===== src/rtl/lsa_pkg.sv =====
package lsa_pkg;
  typedef enum logic [1:0] {
    ACC_BYTE = 2'b00,
    ACC_HALF = 2'b01,
    ACC_WORD = 2'b10,
    ACC_RSVD = 2'b11
  } acc_size_e;
endpackage


===== src/rtl/lsa_lane_decode.sv =====
module lsa_lane_decode
  import lsa_pkg::*;
#(
  parameter int LANES = 4,
  localparam int OFS_W = $clog2(LANES)
) (
  input  acc_size_e        size,
  input  logic [OFS_W-1:0] ofs,
  output logic [LANES-1:0] lane_mask,
  output logic             bad_align
);
  // Lane i holds bits i*LANE_W upward; offset 0 is the top lane.
  logic [LANES-1:0] byte_hit;
  logic [LANES-1:0] half_hit;

  always_comb begin
    for (int i = 0; i < LANES; i++) begin
      byte_hit[i] = (int'(ofs) == (LANES - 1 - i));
      half_hit[i] = ((int'(ofs) / 2) == ((LANES - 1 - i) / 2));
    end
  end

  always_comb begin
    bad_align = 1'b0;
    lane_mask = '0;
    unique case (size)
      ACC_BYTE: lane_mask = byte_hit;
      ACC_HALF: begin
        bad_align = ofs[0];
        lane_mask = ofs[0] ? '0 : half_hit;
      end
      ACC_WORD: begin
        bad_align = |ofs;
        lane_mask = (|ofs) ? '0 : '1;
      end
      default:  bad_align = 1'b1;
    endcase
  end
endmodule


===== src/rtl/lsa_load_extract.sv =====
module lsa_load_extract
  import lsa_pkg::*;
#(
  parameter int DATA_W = 32,
  parameter int LANE_W = 8,
  localparam int LANES  = DATA_W / LANE_W,
  localparam int HALVES = LANES / 2,
  localparam int HALF_W = 2 * LANE_W,
  localparam int OFS_W  = $clog2(LANES)
) (
  input  acc_size_e         size,
  input  logic              is_unsigned,
  input  logic              bad_align,
  input  logic [OFS_W-1:0]  ofs,
  input  logic [DATA_W-1:0] rd_word,
  output logic [DATA_W-1:0] ld_data
);
  logic [LANE_W-1:0] sel_b;
  logic [HALF_W-1:0] sel_h;
  logic              fill_b;
  logic              fill_h;

  always_comb begin
    sel_b = '0;
    for (int i = 0; i < LANES; i++)
      if (int'(ofs) == i) sel_b = rd_word[DATA_W-1-i*LANE_W -: LANE_W];
  end

  always_comb begin
    sel_h = '0;
    for (int h = 0; h < HALVES; h++)
      if ((int'(ofs) / 2) == h) sel_h = rd_word[DATA_W-1-h*HALF_W -: HALF_W];
  end

  assign fill_b = sel_b[LANE_W-1] & ~is_unsigned;
  assign fill_h = sel_h[HALF_W-1] & ~is_unsigned;

  always_comb begin
    ld_data = '0;
    if (!bad_align) begin
      unique case (size)
        ACC_BYTE: ld_data = {{(DATA_W-LANE_W){fill_b}}, sel_b};
        ACC_HALF: ld_data = {{(DATA_W-HALF_W){fill_h}}, sel_h};
        ACC_WORD: ld_data = rd_word;
        default:  ld_data = '0;
      endcase
    end
  end
endmodule


===== src/rtl/lsa_store_place.sv =====
module lsa_store_place
  import lsa_pkg::*;
#(
  parameter int DATA_W = 32,
  parameter int LANE_W = 8,
  localparam int LANES = DATA_W / LANE_W
) (
  input  acc_size_e         size,
  input  logic [DATA_W-1:0] st_reg,
  output logic [DATA_W-1:0] st_data
);
  for (genvar k = 0; k < LANES; k++) begin : g_lane
    logic [LANE_W-1:0] from_byte;
    logic [LANE_W-1:0] from_half;
    logic [LANE_W-1:0] from_word;
    assign from_byte = st_reg[LANE_W-1:0];
    assign from_half = st_reg[(k % 2)*LANE_W +: LANE_W];
    assign from_word = st_reg[k*LANE_W +: LANE_W];
    always_comb begin
      unique case (size)
        ACC_BYTE: st_data[k*LANE_W +: LANE_W] = from_byte;
        ACC_HALF: st_data[k*LANE_W +: LANE_W] = from_half;
        default:  st_data[k*LANE_W +: LANE_W] = from_word;
      endcase
    end
  end
endmodule


===== src/rtl/ls_lane_aligner.sv =====
module ls_lane_aligner
  import lsa_pkg::*;
#(
  parameter int DATA_W = 32,
  parameter int LANE_W = 8,
  localparam int LANES  = DATA_W / LANE_W,
  localparam int HALF_W = 2 * LANE_W,
  localparam int OFS_W  = $clog2(LANES)
) (
  input  logic              clk,
  input  logic              rst,
  input  logic [1:0]        acc_size,
  input  logic              acc_unsigned,
  input  logic [OFS_W-1:0]  addr_lo,
  input  logic [DATA_W-1:0] rd_word,
  input  logic [DATA_W-1:0] st_reg,
  output logic [DATA_W-1:0] ld_result,
  output logic [DATA_W-1:0] st_word,
  output logic [LANES-1:0]  st_be,
  output logic              misalign
);
  acc_size_e         size;
  logic [LANES-1:0]  mask_c;
  logic              bad_c;
  logic [DATA_W-1:0] ld_c;
  logic [DATA_W-1:0] st_c;

  assign size = acc_size_e'(acc_size);

  lsa_lane_decode #(.LANES(LANES)) u_dec (
    .size(size), .ofs(addr_lo), .lane_mask(mask_c), .bad_align(bad_c)
  );

  lsa_load_extract #(.DATA_W(DATA_W), .LANE_W(LANE_W)) u_ld (
    .size(size), .is_unsigned(acc_unsigned), .bad_align(bad_c),
    .ofs(addr_lo), .rd_word(rd_word), .ld_data(ld_c)
  );

  lsa_store_place #(.DATA_W(DATA_W), .LANE_W(LANE_W)) u_st (
    .size(size), .st_reg(st_reg), .st_data(st_c)
  );

  always_ff @(posedge clk) begin
    if (rst) begin
      ld_result <= '0;
      st_word   <= '0;
      st_be     <= '0;
      misalign  <= 1'b0;
    end else begin
      ld_result <= ld_c;
      st_word   <= st_c;
      st_be     <= mask_c;
      misalign  <= bad_c;
    end
  end

  // Assertions
  assert_reset_clear_R1: assert property (@(posedge clk)
    rst |=> (ld_result == '0 && st_be == '0 && !misalign));

  assert_byte_sext_R4: assert property (@(posedge clk) disable iff (rst)
    (acc_size == 2'b00 && !acc_unsigned) |=>
      (ld_result[DATA_W-1:LANE_W] == {(DATA_W-LANE_W){ld_result[LANE_W-1]}}));

  assert_half_sext_R5: assert property (@(posedge clk) disable iff (rst)
    (acc_size == 2'b01 && !addr_lo[0] && !acc_unsigned) |=>
      (ld_result[DATA_W-1:HALF_W] == {(DATA_W-HALF_W){ld_result[HALF_W-1]}}));

  assert_zero_fill_R6: assert property (@(posedge clk) disable iff (rst)
    (acc_size == 2'b00 && acc_unsigned) |=> (ld_result[DATA_W-1:LANE_W] == '0));

  assert_byte_store_R7: assert property (@(posedge clk) disable iff (rst)
    (acc_size == 2'b00) |=>
      ($countones(st_be) == 1 && st_word[LANE_W-1:0] == $past(st_reg[LANE_W-1:0])
       && st_word[DATA_W-1 -: LANE_W] == $past(st_reg[LANE_W-1:0])));

  assert_half_store_R8: assert property (@(posedge clk) disable iff (rst)
    (acc_size == 2'b01 && !addr_lo[0]) |=>
      ($countones(st_be) == 2 && st_word[DATA_W-1 -: HALF_W] == $past(st_reg[HALF_W-1:0])));

  assert_word_pass_R9: assert property (@(posedge clk) disable iff (rst)
    (acc_size == 2'b10 && addr_lo == '0) |=>
      (ld_result == $past(rd_word) && st_word == $past(st_reg) && st_be == '1 && !misalign));

  assert_misalign_R10: assert property (@(posedge clk) disable iff (rst)
    ((acc_size == 2'b01 && addr_lo[0]) || (acc_size == 2'b10 && addr_lo != '0)
      || acc_size == 2'b11) |=> (misalign && st_be == '0 && ld_result == '0));
endmodule


===== config.mk =====
export PLATFORM = sky130hd
export DESIGN_NAME = ls_lane_aligner
export DESIGN_NICKNAME = d
export VERILOG_FILES = /design/src/rtl/lsa_pkg.sv /design/src/rtl/lsa_lane_decode.sv /design/src/rtl/lsa_load_extract.sv /design/src/rtl/lsa_store_place.sv /design/src/rtl/ls_lane_aligner.sv
export SDC_FILE = /design/constraint.sdc
export NUM_CORES = 1
export LEC_CHECK = 0
export BUFFER_PORTS_ARGS = -buffer_cell sky130_fd_sc_hd__buf_2
export CORE_MARGIN = 3
export CORE_UTILIZATION = 45
export CTS_CLUSTER_DIAMETER = 200
export DETAILED_ROUTE_END_ITERATION = 6
export GPL_TIMING_DRIVEN = 0
export PLACE_DENSITY = 0.76
export SETUP_SLACK_MARGIN = 0.02
export SLEW_MARGIN = 20
export SYNTH_ARGS = -nofsm -noshare
export SYNTH_HDL_FRONTEND = slang
export SYNTH_SLANG_ARGS = --single-unit

===== constraint.sdc =====
create_clock -name clk -period 1.6 [get_ports clk]
set_input_delay 0.32 -clock clk [delete_from_list [all_inputs] [get_ports clk]]
set_output_delay 0.32 -clock clk [all_outputs]
set_load 0.01 [all_outputs]

After elaboration in Yosys (flattened, before gate mapping)
Index checks and enable logic that the tools add are counted.

Reductions and logical operators: 6. Eq/ne operators: 5. Bitwise operators: 3. Muxes and demuxes: 14.

Operators by type and width (count): $pmux 32 s3 (1); $mux 8 (6); $logic_not 32->1 (1); $mux 16 (2); $pmux 8 s2 (1); $pmux 4 s3 (1); $mux 4 (2); $eq 2x2->1 const B (3); $reduce_or 2->1 (3); $eq 2x1->1 const B (2); $logic_not 2->1 (2); $pmux 1 s3 (1); $and 1x1->1 (2); $not 1->1 (1).

Flip-flop bits (word level): 69. Bits of input ports: 71. Logic and storage cells: 32.

Longest topological paths before layout
Gate-level depths: netlist of run 1.

Depth in word-level cells: 7. Mapped depth: 5.

Modules after synthesis
A second synthesis of run 1 with hierarchy kept.

Cells, all modules: 340. Area total of the unflattened synthesis: 3365.7 um^2.

Modules (own cells, without submodules): ls_lane_aligner (instances 1, sequential area each 1381.3 um^2, area an instance 1856.8 um^2, cells an instance 145); lsa_load_extract (instances 1, sequential area each 0.0 um^2, area an instance 928.4 um^2, cells an instance 126); lsa_store_place (instances 1, sequential area each 0.0 um^2, area an instance 464.2 um^2, cells an instance 53); lsa_lane_decode (instances 1, sequential area each 0.0 um^2, area an instance 116.4 um^2, cells an instance 16).

Least setup slack after synthesis of run 1
Ideal clock, no wire load.

Path kind: input to register. Start: input addr_lo[0]. End: register ld_result[0]. Slack: 0.142 ns. Data required time: 1.470 ns. Data arrival time: 1.328 ns. Library setup time: 0.130 ns. Cell stages on the path: 5. Path through: buf_4 -> buf_2 -> mux4_2 -> clkinv_1 -> o22ai_1.

Longest elaborated chain between the ends: 6.

RTL lines: start: declaration (RTL line ls_lane_aligner.sv:14) `input logic [OFS_W-1:0] addr_lo,`; $logic_not 2->1 (RTL line lsa_load_extract.sv:26) `if (int'(ofs) == i) sel_b = rd_word[DATA_W-1-i*LANE_W -: LANE_W];`; $mux 8 (4 in a row) (RTL line lsa_load_extract.sv:26); $pmux 32 s3 (RTL line lsa_load_extract.sv:41) `unique case (size)`; end signal: assignment (RTL line ls_lane_aligner.sv:50) `ld_result <= ld_c;`; end: declaration (RTL line ls_lane_aligner.sv:17) `output logic [DATA_W-1:0] ld_result,`.

Several ways; a longest one is shown, not always the timed one. A chain may end at the register's enable or synchronous reset.

Worst setup path after layout of run 1
Start: input acc_size[0]. End: register ld_result[8].

Longest elaborated chain between the ends: 3.

RTL lines: start: declaration (RTL line ls_lane_aligner.sv:12) `input logic [1:0] acc_size,`; $eq 2x2->1, or another cell as far along (RTL line lsa_lane_decode.sv:26, lsa_load_extract.sv:41); $pmux 1 s3 (RTL line lsa_lane_decode.sv:26) `unique case (size)`; $reduce_or 2->1 (no source line).

Several ways; a longest one is shown, not always the timed one.

==> impl_metrics.csv, run 1 <==
group,metric,value,unit
pwr,swShare,0.256,
logic_synthesis,ys.flop_type,"dfxtp_1",
die,start_util,0.469,
pwr,peakVddDrop,0.000525,V
routing,avgViaCountPerCell,5.57,
die,core-area,0.00683,mm2
placed_design,portBuffers,137,
cells_and_area,fin_cells,579,
pwr,pwr-share-comb,0.166,
worst_setup_path,cp_top_family,"compound AO/OA/AOI/OAI gates",
timing,maxSlewViolCount,0,
worst_hold_path,min_path_type,"input pin to flop",
cells_and_area,layout_commonest_cell,"buf_2",
worst_setup_path,crit_top_cell,"buf_2",
global_route,track_usage,0.240,
logic_synthesis,yosysSeqAreaShare,0.431,
cells_and_area,register_area,0.00138,mm2
logic_synthesis,ys_ff_latch,69,
placed_design,placed_area,0.00401,mm2
global_route,grt.overflow.total,0,
routing,wl,9850,um
logic_synthesis,async_flop_share,0,
cells_and_area,nFillCells,619,
timing,tns,0,ns
placed_design,globalplace.congestion,0.901,
logic_synthesis,synth.area.top_cells,"dfxtp_1 (43%), a22oi_1 (7.3%), mux2_2 (6.0%)",
global_route,grt_antenna_before_repair,0,
cells_and_area,nets,549,
routing,num_vias,3225,
cells_and_area,drive_above_1_share,0.431,
logic_synthesis,synth_area,0.00320,mm2
worst_setup_path,critical_path.max_fanout,10,
timing,finalCriticalPeriod,1.37,ns
global_route,grt_start_max_net_pins,13,
cts,post-cts-setup-buffers,0,
global_route,grt_pass1_wl,15700,um
cts,cts-htree-levels,3,
timing,hold_viol_final,0,
worst_setup_path,cp-start-kind,"input pin",
logic_synthesis,netlist_instances,330,
cells_and_area,num_antenna_cells,0,
pwr,cellLeakagePower,1.95,nW
placed_design,hpwl,7330,um
die,io_pins,140,
timing,grt_setup_unrepaired,"false",
pwr,clkPwrFrac,0.409,
cts,clockBufferDepth,2,
routing,wl_per_cell,17.0,um
pwr,p_switching,1.10,mW
worst_setup_path,cp-end-kind,"flop",
pwr,totalPowerFinal,4.28,mW
worst_setup_path,critPathSlowestCell,"nor2_2",
timing,worstMarginPinSlew,0.524,ns
timing,relSlewSlack,0.651,
routing,firstDrtPassIters,5,
routing,route.detailed.drc,0,
cells_and_area,fin_area,0.00426,mm2
logic_synthesis,synth_edf_count,0,
routing,detail-route-antenna-nets,0,
cts,clkSlewWorstSetupHoldPaths,0.08,ns
cts,clock_sinks,69,
cells_and_area,multiInputGateArea,0.00163,mm2
cells_and_area,layout_common_cells,"buf_2 (152), dfxtp_1 (69), nand2_1 (33)",
cts,cts_tree,"built",
worst_setup_path,critPathKind,"input pin to flop",
flow_run,cap_violations,0,
outcome,status,"finished, final reports clean",
cts,cts_resized,0,
logic_synthesis,synth_top_area_cell,"dfxtp_1",
timing,clock.fmax,728,MHz
worst_setup_path,slowest_delay,0.40,ns
cells_and_area,area_growth,32.9,%
worst_setup_path,critPathArrivalTime,1.63,ns
pwr,p_seq_frac,0.425,
global_route,first_global_vias,3158,
timing,fin_crit_sh,0.859,
worst_setup_path,worst-path-buf-inv,2,
routing,drt-initial-drc-count,232,
die,dieArea,0.00817,mm2
cts,cts_root_buf,"clkbuf_8",
cts,tritoncts.num_buffers,9,
logic_synthesis,synth.avg_cell_area,9.71,um2
die,rows,30,
die,die_width,90.4,um
cts,cts_hold_buf,0,
logic_synthesis,syn_nets,401,
worst_setup_path,crit_required,1.86,ns
pwr,p_per_area,1010,mW/mm2
cells_and_area,finish.utilization,0.623,
timing,final-setup-viol-count,0,
logic_synthesis,ys.warnings.count,0,
logic_synthesis,yosysTopAreaCellShare,0.431,
placed_design,dp.cells,563,
worst_setup_path,path_cells,"buf_2 -> buf_2 -> nor2_2 -> a32oi_2 -> a21oi_1",
pwr,p_int,3.19,mW
logic_synthesis,yosysUniqueCellTypes,41,
die,die-height,90.4,um
worst paths after layout:
path	depth (start not counted)	to	start
max	5	ld_result[8]	acc_size[0]
min	3	st_word[18]	st_reg[18]
cell families after synthesis:
kind of cell           after synthesis  share of synthesized area
AO/OA/AOI/OAI                       91                      0.202
AND/OR/NAND/NOR                     88                      0.138
flip-flops                          69                      0.431
multiplexers                        41                      0.167
buffers and inverters               40                     0.0598
XOR/XNOR                             1                    0.00273
synth_stat cells (2+ instances only):
cell,instances
dfxtp_1,69
nand2_1,33
a22oi_1,31
a21oi_1,27
mux2_2,17
nand3_1,17
a32oi_1,16
buf_2,15
nor2_1,12
nor2b_1,10
clkbuf_1,9
mux2_1,8
mux2i_1,8
mux4_2,7
o22ai_1,7
buf_4,6
inv_1,4
clkinv_1,3
nand3b_1,3
a221oi_1,2
buf_1,2
nor3_1,2
nor3b_1,2
o21ai_1,2
or2_2,2
power by group through the flow:
stage / Combinational, mW / Clock [mW] / Sequential [mW]
finish: 0.712 / 1.75 / 1.82
floorplan: 0.360 / 0 / 1.91
global placement: 0.689 / 0 / 1.86
detailed placement: 0.703 / 0 / 1.86
CTS: 0.707 / 1.76 / 1.82
global route: 0.777 / 1.84 / 1.83
flip-flops by register name, summed over array words and instances, names as in the netlist:
signal     flops
st_be          4
ld_result     32
misalign       1
st_word       32
per-layer routing:
metal	GRT usage	wire, um
met5	0	0
met4	0.105	211
met3	0.0817	1150
met2	0.385	4550
met1	0.293	3930
layout make-up:
| class | instances | area share |
|---|---|---|
| Multi-Input combinational cell | 221 | 0.383 |
| Sequential cell | 69 | 0.325 |
| Timing Repair Buffer | 137 | 0.161 |
| Buffer | 32 | 0.0379 |
| Clock buffer | 10 | 0.0323 |
| Tap cell | 96 | 0.0282 |
| Clock inverter | 6 | 0.0259 |
| Inverter | 8 | 0.00705 |
tightest hold or removal path, stage by stage:
cell and delay (ns):
buf_2 0.07, mux2i_1 0.05, nor2_1 0.07
per-stage QoR:
step	setup WS [ns]	hold slack (ns)
4_1_cts	0.241	0.196
3_5_place_dp	-0.111	0.560
2_1_floorplan	0.142	0.448
3_3_place_gp	-0.0771	0.556
6_report	0.226	0.204
5_1_grt	0.108	0.215
Power figures use the tool's default switching activity.
==> inputs of run 2 (changes only) <==
--- a/config.mk
+++ b/config.mk
@@ -16,4 +16,5 @@
 export SLEW_MARGIN = 20
 export SYNTH_ARGS = -nofsm -noshare
 export SYNTH_HDL_FRONTEND = slang
+export SYNTH_HIERARCHICAL = 1
 export SYNTH_SLANG_ARGS = --single-unit
==> run 2 against run 1 <==
Against the previous run:
- cell area grew 6.7%
- final cell count grew 3.5%
- critical path depth increased by 4
- global-route usage shrank 3.0 points
- fmax is 10% lower
- sequential cell count stayed put
- synthesized cell count grew 3.0%
- utilization is 2.4 points higher
- count of clock-buffer cells in the layout is 1 lower
- synthesized area grew 5.1%
- die area grew 4.7%
==> impl_metrics.csv, run 2 <==
group,metric,value,unit
timing,relSlewSlack,0.692,
timing,worstMarginPinSlew,0.463,ns
global_route,grt.overflow.total,0,
worst_setup_path,crit_required,1.88,ns
worst_setup_path,cp-end-kind,"flop",
worst_setup_path,critPathKind,"input pin to flop",
routing,route.detailed.drc,0,
timing,grt_setup_unrepaired,"true",
cells_and_area,finish.utilization,0.647,
global_route,grt_start_max_net_pins,15,
cells_and_area,drive_above_1_share,0.459,
global_route,grt_pass1_wl,14300,um
die,io_pins,140,
worst_setup_path,cp-start-kind,"input pin",
outcome,status,"finished, final reports clean",
die,die_width,92.5,um
pwr,totalPowerFinal,4.24,mW
timing,clock.fmax,652,MHz
logic_synthesis,yosysTopAreaCellShare,0.410,
placed_design,placed_area,0.00419,mm2
timing,tns,0,ns
timing,fin_crit_sh,0.958,
logic_synthesis,ys.flop_type,"dfxtp_1",
cts,cts-htree-levels,3,
flow_run,cap_violations,0,
logic_synthesis,async_flop_share,0,
routing,num_vias,2994,
cts,tritoncts.num_buffers,9,
die,rows,30,
worst_setup_path,critPathArrivalTime,1.81,ns
die,start_util,0.480,
global_route,first_global_vias,2902,
cells_and_area,num_antenna_cells,0,
timing,hold_viol_final,0,
pwr,peakVddDrop,0.000854,V
logic_synthesis,synth.area.top_cells,"dfxtp_1 (41%), nor2b_1 (13%), mux2i_1 (6.8%)",
cts,clkSlewWorstSetupHoldPaths,0.08,ns
cts,clockBufferDepth,2,
timing,finalCriticalPeriod,1.53,ns
placed_design,portBuffers,137,
logic_synthesis,synth_top_area_cell,"dfxtp_1",
logic_synthesis,synth_area,0.00337,mm2
logic_synthesis,yosysSeqAreaShare,0.410,
routing,wl_per_cell,15.1,um
cts,clock_sinks,69,
cells_and_area,layout_common_cells,"buf_2 (148), dfxtp_1 (69), nor2b_1 (68)",
logic_synthesis,yosysUniqueCellTypes,39,
cts,cts_tree,"built",
worst_setup_path,critPathLaunch,"acc_size[0]",
global_route,track_usage,0.210,
placed_design,hpwl,6770,um
placed_design,globalplace.congestion,0.880,
logic_synthesis,synthTopCellsByCount,"nor2b_1 (71), dfxtp_1 (69), mux2i_1 (23), a21o_1 (17), buf_2 (15)",
routing,drt-initial-drc-count,142,
global_route,grt_antenna_before_repair,0,
worst_setup_path,crit_end,"ld_result[19]",
cells_and_area,reg.largest.list,"ld_result: 32 flops, st_word: 32 flops, st_be: 4 flops",
die,die-height,92.5,um
pwr,p_per_area,934,mW/mm2
die,dieArea,0.00855,mm2
routing,firstDrtPassIters,4,
cells_and_area,nFillCells,602,
logic_synthesis,yosysMostFrequentCell,"nor2b_1",
routing,detail-route-antenna-nets,0,
cells_and_area,nets,569,
logic_synthesis,netlist_instances,340,
logic_synthesis,syn_nets,411,
timing,holdWs,0.233,ns
timing,maxSlewViolCount,0,
cells_and_area,area_growth,34.9,%
logic_synthesis,synth.avg_cell_area,9.90,um2
pwr,cellLeakagePower,2.33,nW
logic_synthesis,ys.warnings.count,6,
worst_setup_path,critical_path.max_fanout,4,
routing,avgViaCountPerCell,5.00,
timing,final-setup-viol-count,0,
die,core-area,0.00702,mm2
logic_synthesis,ys_ff_latch,69,
cts,cts_root_buf,"clkbuf_8",
worst_hold_path,min_path_type,"input pin to flop",
routing,wl,9030,um
cells_and_area,layout_commonest_cell,"buf_2",
logic_synthesis,synth_edf_count,0,
cells_and_area,fin_area,0.00454,mm2
==> run 2: power by group <==
| part | internal, mW | switching (mW) | leakage, nW |
|---|---|---|---|
| clock | 0.903 | 0.723 | 0.115 |
| combinational | 0.398 | 0.393 | 1.65 |
| sequential | 1.81 | 0.0182 | 0.568 |
| total | 3.11 | 1.13 | 2.33 |
==> run 2: worst min-delay path by stage <==
stage,start,to,cells past startpoint
floorplan,addr_lo[1],st_be[3],2
detailed placement,rst,st_word[31],2
global placement,rst,st_word[31],2
finish,rst,st_word[31],2
global route,rst,st_word[31],2
CTS,rst,st_word[31],2
==> run 2: cells by family after synthesis <==
family                 Yosys count  share of synthesized area
multiplexers                    40                      0.130
AO/OA/AOI/OAI                   84                      0.185
XOR/XNOR                         2                    0.00521
flip-flops                      69                      0.410
buffers and inverters           42                     0.0825
AND/OR/NAND/NOR                103                      0.187
==> run 2: final cells by class <==
type / instances / area [um2] / share of cell area
inverter: 6 / 22.5 / 0.00496
clock inverter: 7 / 104 / 0.0229
multi-input combinational: 229 / 1740 / 0.382
clock buffer: 9 / 124 / 0.0273
tap: 96 / 120 / 0.0264
buffer: 34 / 259 / 0.0570
sequential: 69 / 1380 / 0.304
timing repair buffer: 149 / 795 / 0.175
==> run 2: repair_timing <==
action,in CTS,in global routing
hold buffers,0,0
buffers inserted,7,4
resized for setup,7,9
setup endpoints to repair,24,32
cloned,0,1
pin swaps,5,4
==> run 2: per-layer routing <==
layer | vias to the layer above | track usage | share of wire
met5 | - | 0 | 0
met2 | 96 | 0.353 | 0.49
met1 | 1398 | 0.262 | 0.42
li1 | 1483 | - | -
met3 | 17 | 0.0439 | 0.065
met4 | 0 | 0.0829 | 0.021
==> run 2: stage by stage <==
stage | setup slack, ns | std cells
2_1_floorplan | -0.179 | 340
3_3_place_gp | -0.600 | 573
3_5_place_dp | -0.608 | 573
4_1_cts | 0.00361 | 596
5_1_grt | -0.0107 | 599
6_report | 0.0666 | 599
==> run 2: worst max-delay path, cell delays in order <==
cell	delay [ns]
buf_12	0.10
buf_8	0.10
o21a_1	0.18
o22a_2	0.20
a211o_1	0.32
a21oi_4	0.22
buf_4	0.18
a21o_1	0.08
nor2b_1	0.11
==> inputs of run 3 (changes only) <==
--- a/config.mk
+++ b/config.mk
@@ -5,7 +5,8 @@
 export SDC_FILE = /design/constraint.sdc
 export NUM_CORES = 1
 export LEC_CHECK = 0
-export BUFFER_PORTS_ARGS = -buffer_cell sky130_fd_sc_hd__buf_2
+export BUFFER_PORTS_ARGS = -buffer_cell sky130_fd_sc_hd__buf_4
+export CORE_ASPECT_RATIO = 1.5
 export CORE_MARGIN = 3
 export CORE_UTILIZATION = 45
 export CTS_CLUSTER_DIAMETER = 200
==> run 3 against run 2 <==
Against the previous run:
- critical path depth did not move
- clock power shrank 15%
- die area up 0.25%
- via count down 0.23%
- hold slack better by 0.0058 ns
- wire length increased by 4.9%
- critical endpoint is now ld_result[9]
==> impl_metrics.csv, run 3 (same netlist as run 2, synthesis figures left out) <==
group,metric,value,unit
routing,firstDrtPassIters,4,
placed_design,placed_area,0.00453,mm2
timing,worstMarginPinSlew,0.466,ns
routing,detail-route-antenna-nets,0,
worst_setup_path,crit_required,1.89,ns
die,start_util,0.463,
worst_setup_path,cp-end-kind,"flop",
timing,finalCriticalPeriod,1.54,ns
pwr,clkPwrFrac,0.337,
die,io_pins,140,
timing,hold_viol_final,0,
die,die-height,112,um
worst_hold_path,min_path_type,"input pin to flop",
cells_and_area,multiInputGateArea,0.00175,mm2
timing,relSlewSlack,0.689,
global_route,grt_antenna_before_repair,0,
die,core-area,0.00727,mm2
global_route,track_usage,0.227,
cts,cts-htree-levels,3,
global_route,grt_pass1_wl,15200,um
timing,final-setup-viol-count,0,
pwr,totalPowerFinal,4.09,mW
cells_and_area,fin_area,0.00482,mm2
timing,grt_setup_unrepaired,"true",
worst_setup_path,cp-start-kind,"input pin",
placed_design,hpwl,7390,um
die,die_width,76.6,um
cts,clockBufferDepth,2,
cts,clkSlewWorstSetupHoldPaths,0.07,ns
pwr,p_per_area,849,mW/mm2
routing,avgViaCountPerCell,4.99,
cells_and_area,finish.utilization,0.662,
cells_and_area,nFillCells,655,
cells_and_area,register_area,0.00138,mm2
routing,drt-initial-drc-count,173,
cells_and_area,layout_common_cells,"buf_4 (152), dfxtp_1 (69), nor2b_1 (67)",
placed_design,portBuffers,137,
outcome,status,"finished, final reports clean",
cells_and_area,nets,564,
global_route,grt.overflow.total,0,
worst_hold_path,min_from,"rst",
timing,fin_crit_sh,0.963,
cts,cts_tree,"built",
global_route,grt_start_max_net_pins,13,
pwr,peakVddDrop,0.000516,V
cts,tritoncts.num_buffers,9,
cells_and_area,reg.largest.list,"ld_result: 32 flops, st_word: 32 flops, st_be: 4 flops",
cts,cts_hold_buf,0,
cells_and_area,num_antenna_cells,0,
routing,wl_per_cell,15.8,um
flow_run,cap_violations,0,
pwr,p_seq_frac,0.448,
worst_setup_path,critPathKind,"input pin to flop",
worst_setup_path,critPathArrivalTime,1.83,ns
worst_setup_path,critical_path.max_fanout,8,
cells_and_area,layout_commonest_cell,"buf_4",
routing,num_vias,2987,
global_route,first_global_vias,3177,
cts,clock_sinks,69,
timing,clock.fmax,649,MHz
cts,cts_root_buf,"clkbuf_8",
routing,wl,9470,um
routing,route.detailed.drc,0,
pwr,swShare,0.265,
die,dieArea,0.00857,mm2
die,rows,38,
timing,maxSlewViolCount,0,
pwr,p_switching,1.08,mW
placed_design,globalplace.congestion,0.909,
pwr,p_int,3.01,mW
pwr,pwr-share-comb,0.215,
cells_and_area,drive_above_1_share,0.456,
cells_and_area,area_growth,43.1,%
pwr,cellLeakagePower,2.35,nW
worst_setup_path,critPathLaunch,"acc_size[0]",
[run 3: cell types whose count changed in the layout (fill, tap and decap cells not counted), moves of 2 or more]
cell        previous run  this run
inv_6                  4         0
clkinv_2               0         2
buf_2                148        13
clkinvlp_4             0         2
buf_4                 20       152
[run 3: path summary, 6_finish.rpt]
| kind | endpoint | depth (start not counted) | slack, ns |
|---|---|---|---|
| max | ld_result[9] | 9 | 0.06 |
| min | ld_result[31] | 2 | 0.24 |
[run 3: critical path, stage by stage]
cell,delay [ns]
buf_12,0.10
buf_8,0.11
o21a_1,0.16
o22a_2,0.23
a211o_1,0.33
or2_1,0.23
buf_6,0.15
o21ai_2,0.06
nor2b_4,0.15
[run 3: routing by layer]
layer,wire length (um),part of all wire,GRT usage,vias to the layer above
li1,-,-,-,1464
met1,3550,0.37,0.235,1384
met2,4980,0.53,0.409,117
met3,637,0.067,0.0615,22
met4,304,0.032,0.129,0
met5,0,0,0,-
[run 3: repair_timing]
action                     4_1_cts  5_1_grt
setup endpoints to repair       22       32
setup buffers                    6        1
resized for setup                6        8
pin swaps                        5        4
[run 3: per-stage QoR]
step           worst slack [ns]  hold WS [ns]  instances   TNS, ns
5_1_grt                -0.00465         0.233        598  -0.00465
4_1_cts                 -0.0152         0.229        599   -0.0202
3_3_place_gp             -0.568         0.597        577    -13.05
6_report                 0.0599         0.239        598         0
3_5_place_dp             -0.577         0.602        577    -13.33
2_1_floorplan            -0.179         0.508        340     -3.42
[run 3: cell type report]
class / count / share of cell area
Buffer: 34 / 0.0533
Clock buffer: 10 / 0.0265
Clock inverter: 6 / 0.0133
Inverter: 6 / 0.00468
Multi-Input combinational cell: 229 / 0.362
Sequential cell: 69 / 0.287
Tap cell: 100 / 0.0260
Timing Repair Buffer: 144 / 0.227
[run 3: power groups by stage]
stage	Clock [mW]	Sequential [mW]	Combinational (mW)
3_3_place_gp	0	1.87	0.844
3_5_place_dp	0	1.87	0.855
6_report	1.38	1.83	0.881
2_1_floorplan	0	1.92	0.413
5_1_grt	1.47	1.84	0.952
4_1_cts	1.40	1.83	0.878
